--- config.mk ---
export PLATFORM = sky130hd
export DESIGN_NAME = wide_write_collector
export DESIGN_NICKNAME = d
export VERILOG_FILES = /design/src/rtl/wcol_pkg.sv /design/src/rtl/wcol_decode.sv /design/src/rtl/wcol_collector.sv /design/src/rtl/wide_write_collector.sv
export SDC_FILE = /design/constraint.sdc
export NUM_CORES = 1
export LEC_CHECK = 0
export BUFFER_PORTS_ARGS = -buffer_cell sky130_fd_sc_hd__buf_4
export CAP_MARGIN = 25
export CORE_ASPECT_RATIO = 1.1
export CORE_MARGIN = 10
export CORE_UTILIZATION = 40
export DETAILED_ROUTE_END_ITERATION = 10
export GPL_TIMING_DRIVEN = 0
export MAX_ROUTING_LAYER = met4
export SYNTH_ARGS = -nofsm -noshare
export SYNTH_HDL_FRONTEND = slang
export SYNTH_SLANG_ARGS = --single-unit
--- constraint.sdc ---
create_clock -name clk_i -period 6.5 [get_ports clk_i]
set_input_delay 0.325 -clock clk_i [delete_from_list [all_inputs] [get_ports clk_i]]
set_output_delay 0.325 -clock clk_i [all_outputs]
set_load 0.05 [all_outputs]
--- src/rtl/wcol_pkg.sv ---
package wcol_pkg;
  localparam int DW    = 32;
  localparam int NLANE = 4;
  localparam int QW    = 2 * DW;
  localparam int OW    = NLANE * DW;

  typedef enum logic [1:0] {
    CLS_DIRECT = 2'd0,
    CLS_WIDE   = 2'd1,
    CLS_MEM    = 2'd2,
    CLS_DPTR   = 2'd3
  } wr_cls_e;

  typedef enum logic [1:0] {
    KIND_DWORD = 2'd0,
    KIND_QWORD = 2'd1,
    KIND_OWORD = 2'd2
  } cm_kind_e;
endpackage

--- src/rtl/wcol_decode.sv ---
module wcol_decode
  import wcol_pkg::*;
#(
  parameter int unsigned ADDR_W     = 16,
  parameter int unsigned PAGE_W     = 13,
  parameter logic [PAGE_W-1:0] WIDE_LIMIT = 13'h0400,
  parameter logic [PAGE_W-1:0] TMR_OFS    = 13'h0400,
  parameter int unsigned NUM_DPTR   = 2,
  parameter logic [PAGE_W-1:0] DPTR_OFS [NUM_DPTR] = '{13'h0800, 13'h0A00}
) (
  input  logic [ADDR_W-1:0] addr_i,
  input  logic              qword_i,
  output wr_cls_e           cls_o,
  output logic              tmr_pg0_o,
  output logic [NLANE-1:0]  lane_mask_o,
  output logic [ADDR_W-1:0] tag_o,
  output logic [ADDR_W-1:0] dw_addr_o
);
  localparam int unsigned PNUM_W = ADDR_W - PAGE_W;

  logic [PAGE_W-1:0] ofs;
  logic [PNUM_W-1:0] page;
  logic [NUM_DPTR-1:0] dptr_match;
  logic [1:0] lidx;

  assign ofs  = addr_i[PAGE_W-1:0];
  assign page = addr_i[ADDR_W-1:PAGE_W];

  for (genvar g = 0; g < NUM_DPTR; g++) begin : g_dptr
    assign dptr_match[g] = ofs[PAGE_W-1:4] == DPTR_OFS[g][PAGE_W-1:4];
  end

  always_comb begin
    if (ofs[PAGE_W-1])          cls_o = CLS_MEM;
    else if (ofs < WIDE_LIMIT)  cls_o = CLS_WIDE;
    else if (|dptr_match)       cls_o = CLS_DPTR;
    else                        cls_o = CLS_DIRECT;
  end

  // memory words use only two lanes, selected by bit 2
  assign lidx = (cls_o == CLS_MEM) ? {1'b0, addr_i[2]} : addr_i[3:2];

  assign lane_mask_o = qword_i ? (NLANE'(2'b11) << {lidx[1], 1'b0})
                               : (NLANE'(1'b1) << lidx);

  assign tag_o = (cls_o == CLS_MEM) ? {addr_i[ADDR_W-1:3], 3'b000}
                                    : {addr_i[ADDR_W-1:4], 4'b0000};

  assign dw_addr_o = addr_i & ~ADDR_W'(3);

  assign tmr_pg0_o = (page == '0) && (ofs[PAGE_W-1:2] == TMR_OFS[PAGE_W-1:2]);
endmodule

--- src/rtl/wcol_collector.sv ---
module wcol_collector
  import wcol_pkg::*;
#(
  parameter int unsigned ADDR_W = 16
) (
  input  logic              clk_i,
  input  logic              rst_ni,
  input  logic              wr_i,
  input  logic              qword_i,
  input  wr_cls_e           cls_i,
  input  logic              tmr_pg0_i,
  input  logic [NLANE-1:0]  lane_mask_i,
  input  logic [ADDR_W-1:0] tag_i,
  input  logic [QW-1:0]     wdata_i,
  output logic              fire_o,
  output logic [OW-1:0]     data_o
);
  logic [NLANE-1:0]  valid_q, valid_d, mrg_valid;
  logic [ADDR_W-1:0] tag_q, tag_d;
  logic [OW-1:0]     data_q, data_d, mrg_data;
  logic              hit, busy;

  assign busy = |valid_q;
  assign hit  = busy && (tag_q == tag_i);

  for (genvar l = 0; l < NLANE; l++) begin : g_lane
    localparam bit ODD = (l % 2) == 1;
    logic [DW-1:0] wl;
    assign wl = (qword_i && ODD) ? wdata_i[QW-1:DW] : wdata_i[DW-1:0];
    assign mrg_data[l*DW +: DW] = lane_mask_i[l] ? wl
                                : (hit ? data_q[l*DW +: DW] : '0);
  end

  assign mrg_valid = (hit ? valid_q : '0) | lane_mask_i;

  always_comb begin
    valid_d = valid_q;
    tag_d   = tag_q;
    data_d  = data_q;
    fire_o  = 1'b0;
    if (wr_i) begin
      case (cls_i)
        CLS_WIDE: begin
          if (&mrg_valid) begin
            fire_o = 1'b1; valid_d = '0; tag_d = '0;
          end else begin
            valid_d = mrg_valid; tag_d = tag_i; data_d = mrg_data;
          end
        end
        CLS_MEM: begin
          if (&mrg_valid[1:0]) begin
            fire_o = 1'b1; valid_d = '0; tag_d = '0;
          end else begin
            valid_d = mrg_valid; tag_d = tag_i; data_d = mrg_data;
          end
        end
        CLS_DPTR: begin
          if (lane_mask_i[NLANE-1]) begin
            fire_o = 1'b1; valid_d = '0; tag_d = '0;
          end else if (!busy || hit) begin
            valid_d = mrg_valid; tag_d = tag_i; data_d = mrg_data;
          end
          // lower lane against a foreign target: dropped
        end
        default: begin
          if (tmr_pg0_i) begin
            valid_d = '0; tag_d = '0;
          end
        end
      endcase
    end
  end

  assign data_o = (cls_i == CLS_MEM) ? {{(OW-QW){1'b0}}, mrg_data[QW-1:0]} : mrg_data;

  always_ff @(posedge clk_i or negedge rst_ni) begin
    if (!rst_ni) begin
      valid_q <= '0;
      tag_q   <= '0;
      data_q  <= '0;
    end else begin
      valid_q <= valid_d;
      tag_q   <= tag_d;
      data_q  <= data_d;
    end
  end
endmodule

--- src/rtl/wide_write_collector.sv ---
module wide_write_collector
  import wcol_pkg::*;
#(
  parameter int unsigned ADDR_W     = 16,
  parameter int unsigned PAGE_W     = 13,
  parameter logic [PAGE_W-1:0] WIDE_LIMIT = 13'h0400,
  parameter logic [PAGE_W-1:0] TMR_OFS    = 13'h0400,
  parameter int unsigned NUM_DPTR   = 2,
  parameter logic [PAGE_W-1:0] DPTR_OFS [NUM_DPTR] = '{13'h0800, 13'h0A00}
) (
  input  logic              clk_i,
  input  logic              rst_ni,
  input  logic [ADDR_W-1:0] addr_i,
  input  logic [63:0]       wdata_i,
  input  logic              wr_i,
  input  logic              wr_qword_i,
  input  logic              rd_i,
  output logic              commit_o,
  output logic [1:0]        commit_kind_o,
  output logic [ADDR_W-1:0] commit_addr_o,
  output logic [127:0]      commit_data_o,
  output logic              rd_o,
  output logic [ADDR_W-1:0] rd_addr_o
);
  wr_cls_e           cls;
  logic              tmr_pg0;
  logic [NLANE-1:0]  lane_mask;
  logic [ADDR_W-1:0] tag, dw_addr;
  logic              col_fire;
  logic [OW-1:0]     col_data;

  wcol_decode #(
    .ADDR_W(ADDR_W), .PAGE_W(PAGE_W), .WIDE_LIMIT(WIDE_LIMIT),
    .TMR_OFS(TMR_OFS), .NUM_DPTR(NUM_DPTR), .DPTR_OFS(DPTR_OFS)
  ) i_decode (
    .addr_i      (addr_i),
    .qword_i     (wr_qword_i),
    .cls_o       (cls),
    .tmr_pg0_o   (tmr_pg0),
    .lane_mask_o (lane_mask),
    .tag_o       (tag),
    .dw_addr_o   (dw_addr)
  );

  wcol_collector #(.ADDR_W(ADDR_W)) i_collector (
    .clk_i       (clk_i),
    .rst_ni      (rst_ni),
    .wr_i        (wr_i),
    .qword_i     (wr_qword_i),
    .cls_i       (cls),
    .tmr_pg0_i   (tmr_pg0),
    .lane_mask_i (lane_mask),
    .tag_i       (tag),
    .wdata_i     (wdata_i),
    .fire_o      (col_fire),
    .data_o      (col_data)
  );

  always_ff @(posedge clk_i or negedge rst_ni) begin
    if (!rst_ni) begin
      commit_o      <= 1'b0;
      commit_kind_o <= KIND_DWORD;
      commit_addr_o <= '0;
      commit_data_o <= '0;
      rd_o          <= 1'b0;
      rd_addr_o     <= '0;
    end else begin
      commit_o <= wr_i && ((cls == CLS_DIRECT) || col_fire);
      if (wr_i && cls == CLS_DIRECT) begin
        commit_kind_o <= KIND_DWORD;
        commit_addr_o <= dw_addr;
        commit_data_o <= {{(OW-DW){1'b0}}, wdata_i[DW-1:0]};
      end else if (wr_i && col_fire) begin
        commit_kind_o <= (cls == CLS_MEM) ? KIND_QWORD : KIND_OWORD;
        commit_addr_o <= tag;
        commit_data_o <= col_data;
      end
      rd_o <= rd_i && (cls != CLS_DPTR);
      if (rd_i) rd_addr_o <= addr_i;
    end
  end
endmodule

==> flow_metrics.py <==
metrics = {
    "timing": {
        "fin_crit_sh_pct": 45.27,
        "finClkSkew_ps": 19.47,
        "rsz0062_at_grt": "no",
        "tns_ps": 0,
        "max_slew_margin_pct": 29.34,
        "period_needed_ps": 2943,
        "hold_viol": 0,
        "max_freq_ghz": 0.3398,
        "setup_viol_count_final": 0,
        "maxSlewViolCount": 0,
        "worst_pin_slew_ps": 1051,
        "final.setup.worst_slack_ps": 3557,
    },
    "worst_hold_path": {
        "min_path_cells": 2,
        "min_from": "addr_i[0]",
        "hold_end": "rd_addr_o[0]$_DFFE_PN0P_",
        "hold_path.class": "input port to flop",
    },
    "cells_and_area": {
        "fin_util_pct": 51.69,
        "fill_cells": 2955,
        "layout.nets": 1447,
        "drive_gt1_share_pct": 28.81,
        "layout_commonest_cell": "dfrtp_1",
        "fin_area_um2": 16780,
        "final_cell_mix": "307 x dfrtp_1, 247 x buf_4, 129 x o2bb2ai_1",
        "area_delta_synth_final_pct": 26.69,
    },
    "placed_design": {
        "port_buffers": 243,
        "post-place-ws_ps": 3220,
        "gp_congestion": 0.8944,
        "dp_hpwl_um": 30910,
        "placed_area_um2": 15670,
    },
    "global_routing": {
        "gr-max-usage-layer": "met2",
        "globalRouteMet2Util_pct": 31.32,
        "grt_max_degree": 122,
        "gr-usage-met3_pct": 4.365,
        "grt_first_pass_wirelength_um": 64570,
        "grt_use_met1_pct": 27.08,
        "antenna_found_initial": 1,
        "track_usage_pct": 20.42,
        "overflow": 0,
        "grt_pass1_vias": 10490,
    },
    "synth": {
        "yosysWarnings": 0,
        "netlist_instances": 1078,
        "synth_seq_cells": 307,
        "synthFlopType": "dfrtp_1",
        "ys_async_sr_fraction_pct": 100.0,
        "yosysSeqAreaShare_pct": 58.00,
        "syn_area_um2": 13250,
        "ys_types": 61,
        "synth_edf_count": 0,
        "synth.avg_cell_area_um2": 12.29,
    },
    "floorplan": {
        "rows": 69,
        "fp.dieW_um": 193.5,
        "core_area_um2": 32460,
        "initial_core_util_pct": 40.80,
        "io_pins": 249,
        "dieArea_um2": 40800,
        "die_h_um": 210.9,
    },
    "critical_path": {
        "slowest_delay_ps": 460,
        "end_kind": "flop",
        "ff2ff_setup_slack_ps": 3560,
        "cp_data_arrival_time_ps": 3330,
        "r2r_end": "commit_data_o[21]$_DFFE_PN0P_",
        "critPathTopFamily": "compound AO/OA/AOI/OAI gates",
        "rr_worst_depth": 8,
        "worstSetupPathType": "flop to flop",
        "cpMaxStageDelayCell": "o31ai_2",
        "r2r_start": "i_collector.tag_q[9]$_DFFE_PN0P_",
        "start_kind": "flop",
        "crit_fanout": 10,
        "crit_chain": "xor2_1 -> nor4_2 -> nand4_4 -> o31ai_2 -> o21ai_2 -> inv_2 -> buf_4 -> mux2_2",
        "required_ps": 6880,
        "path_buf_inv": 2,
    },
    "power_and_ir_drop": {
        "p_sw_mw": 1.569,
        "ir_worst_vdd_uv": 221.5,
        "power_density_nw_per_um2": 308.6,
        "internal-power_mw": 3.610,
        "p_seq_share_pct": 42.9,
        "p_comb_share_pct": 20.2,
        "power_frac_clock_pct": 36.9,
        "leakagePower_nw": 7.769,
        "p_sw_share_pct": 30.29,
        "power_mw": 5.178,
    },
    "clock_tree": {
        "clk_latency_ps": 520,
        "cts_hold_buffers": 1,
        "cts_buffers": 35,
        "cts_setup_buffers": 0,
        "ctsResizeCount": 0,
        "clock_path_buffers": 3,
        "cts-root-buf": "clkbuf_16",
        "cts_htree_levels": 2,
        "clock-sinks": 307,
        "cts_tree": "built",
        "cts.clk_slew.worst_paths_ps": 60,
    },
    "routing": {
        "drc": 0,
        "wirelength_um": 41660,
        "wl_per_cell_um": 22.99,
        "vias_per_cell": 5.629,
        "drt_iter0_markers": 746,
        "route.vias.total": 10200,
        "first_pass_iters": 5,
        "ant_nets": 0,
    },
    "job": {
        "max-cap-violations": 0,
    },
    "status": {
        "outcome": "complete, no violations",
    },
}
[stage by stage]
step / hold slack [ps] / cells
CTS: 26.72 / 1811
global placement: 470.8 / 1748
floorplan: 29.41 / 1079
finish: 45.33 / 1812
global route: 30.24 / 1812
detailed placement: 370.9 / 1750
[worst max-delay path by stage]
stage	from	end	cells past startpoint
after floorplan	addr_i[12]	commit_data_o[14]$_DFFE_PN0P_	9
after global placement	rst_ni	commit_data_o[104]$_DFFE_PN0P_	1
after detailed placement	wr_qword_i	commit_data_o[110]$_DFFE_PN0P_	10
after CTS	i_collector.tag_q[9]$_DFFE_PN0P_	commit_data_o[124]$_DFFE_PN0P_	8
after global routing	i_collector.tag_q[9]$_DFFE_PN0P_	commit_data_o[125]$_DFFE_PN0P_	8
final	i_collector.tag_q[9]$_DFFE_PN0P_	commit_data_o[21]$_DFFE_PN0P_	8
[area by class of cell]
class,count,area (µm²),area share [%]
buffer,92,461.7,2.751
clock inverter,6,58.81,0.3505
timing repair buffer,246,1897,11.30
tap,426,533.0,3.177
clock buffer,54,1040,6.196
inverter,9,33.78,0.2013
sequential,307,7682,45.78
antenna,1,2.502,0.01491
multi-input combinational,671,5071,30.22
[Yosys cell counts, types with 3 or more instances]
library cell  number  share of area [%]
buf_4              5               0.28
buf_6              7               0.60
nand4_1            3               0.14
clkbuf_1          40                1.1
nor3_1             8               0.30
a21oi_1           60                2.3
buf_1              4               0.11
o211a_1            7               0.53
nand3_1           29                1.1
a22oi_1           33                1.9
buf_2             36                1.4
nor4_1             4               0.19
nand2b_1           3               0.14
and4_1             3               0.20
nand2_1           12               0.34
nor2_1            75                2.1
or2_2              4               0.19
inv_1              8               0.23
a211o_1            7               0.46
o21ai_0           31                1.2
dfrtp_1          307                 58
a22o_1           108                7.1
nand4b_1           3               0.20
xor2_1            13               0.86
mux2_2            40                3.4
o2bb2ai_1        129                8.5
mux2i_1           32                2.4
mux2_1            18                1.5
o21ai_1            6               0.23
a211oi_1           3               0.17
[flip-flops by register name, indices dropped and copies added (netlist names)]
name	count
commit_addr_o	14
commit_data_o	128
commit_kind_o	2
commit_o	1
i_collector.data_q	128
i_collector.tag_q	13
i_collector.valid_q	4
rd_addr_o	16
rd_o	1
[power by group through the flow]
| stage | logic (mW) | registers [mW] | clock network, mW |
|---|---|---|---|
| finish | 1.04 | 2.22 | 1.91 |
| global route | 1.12 | 2.25 | 2.04 |
| CTS | 1.06 | 2.22 | 1.96 |
| detailed placement | 1.05 | 2.25 | 0 |
| global placement | 1.04 | 2.25 | 0 |
| floorplan | 0.357 | 2.55 | 0 |
[cell families (layout without fill, tap and decap cells)]
logic type                Yosys count  after routing  share of synthesized area, %
AOI/OAI and AO/OA                 406            406                         23.80
xor gates and xnor gates           13             13                        0.8596
buffers and inverters             101            407                         3.741
DFF                               307            307                         58.00
muxes                              90             90                         7.349
other                               1              3                       0.02831
and+or+nand+nor                   160            160                         6.225
[worst reg2reg max path: stages, from the launching register on]
cell     delay [ps]
dfrtp_1         380
xor2_1          150
nor4_2          400
nand4_4         260
o31ai_2         460
o21ai_2         280
inv_2           270
buf_4           260
mux2_2          350
[per-layer routing]
| metal | vias to the layer above | wire length [µm] |
|---|---|---|
| met1 | 5160 | 18950 |
| met2 | 314 | 19310 |
| met5 | - | 0 |
| met4 | 0 | 947 |
| met3 | 58 | 2448 |
| li1 | 4667 | - |
Note: power is estimated with default switching activity, not from simulation.
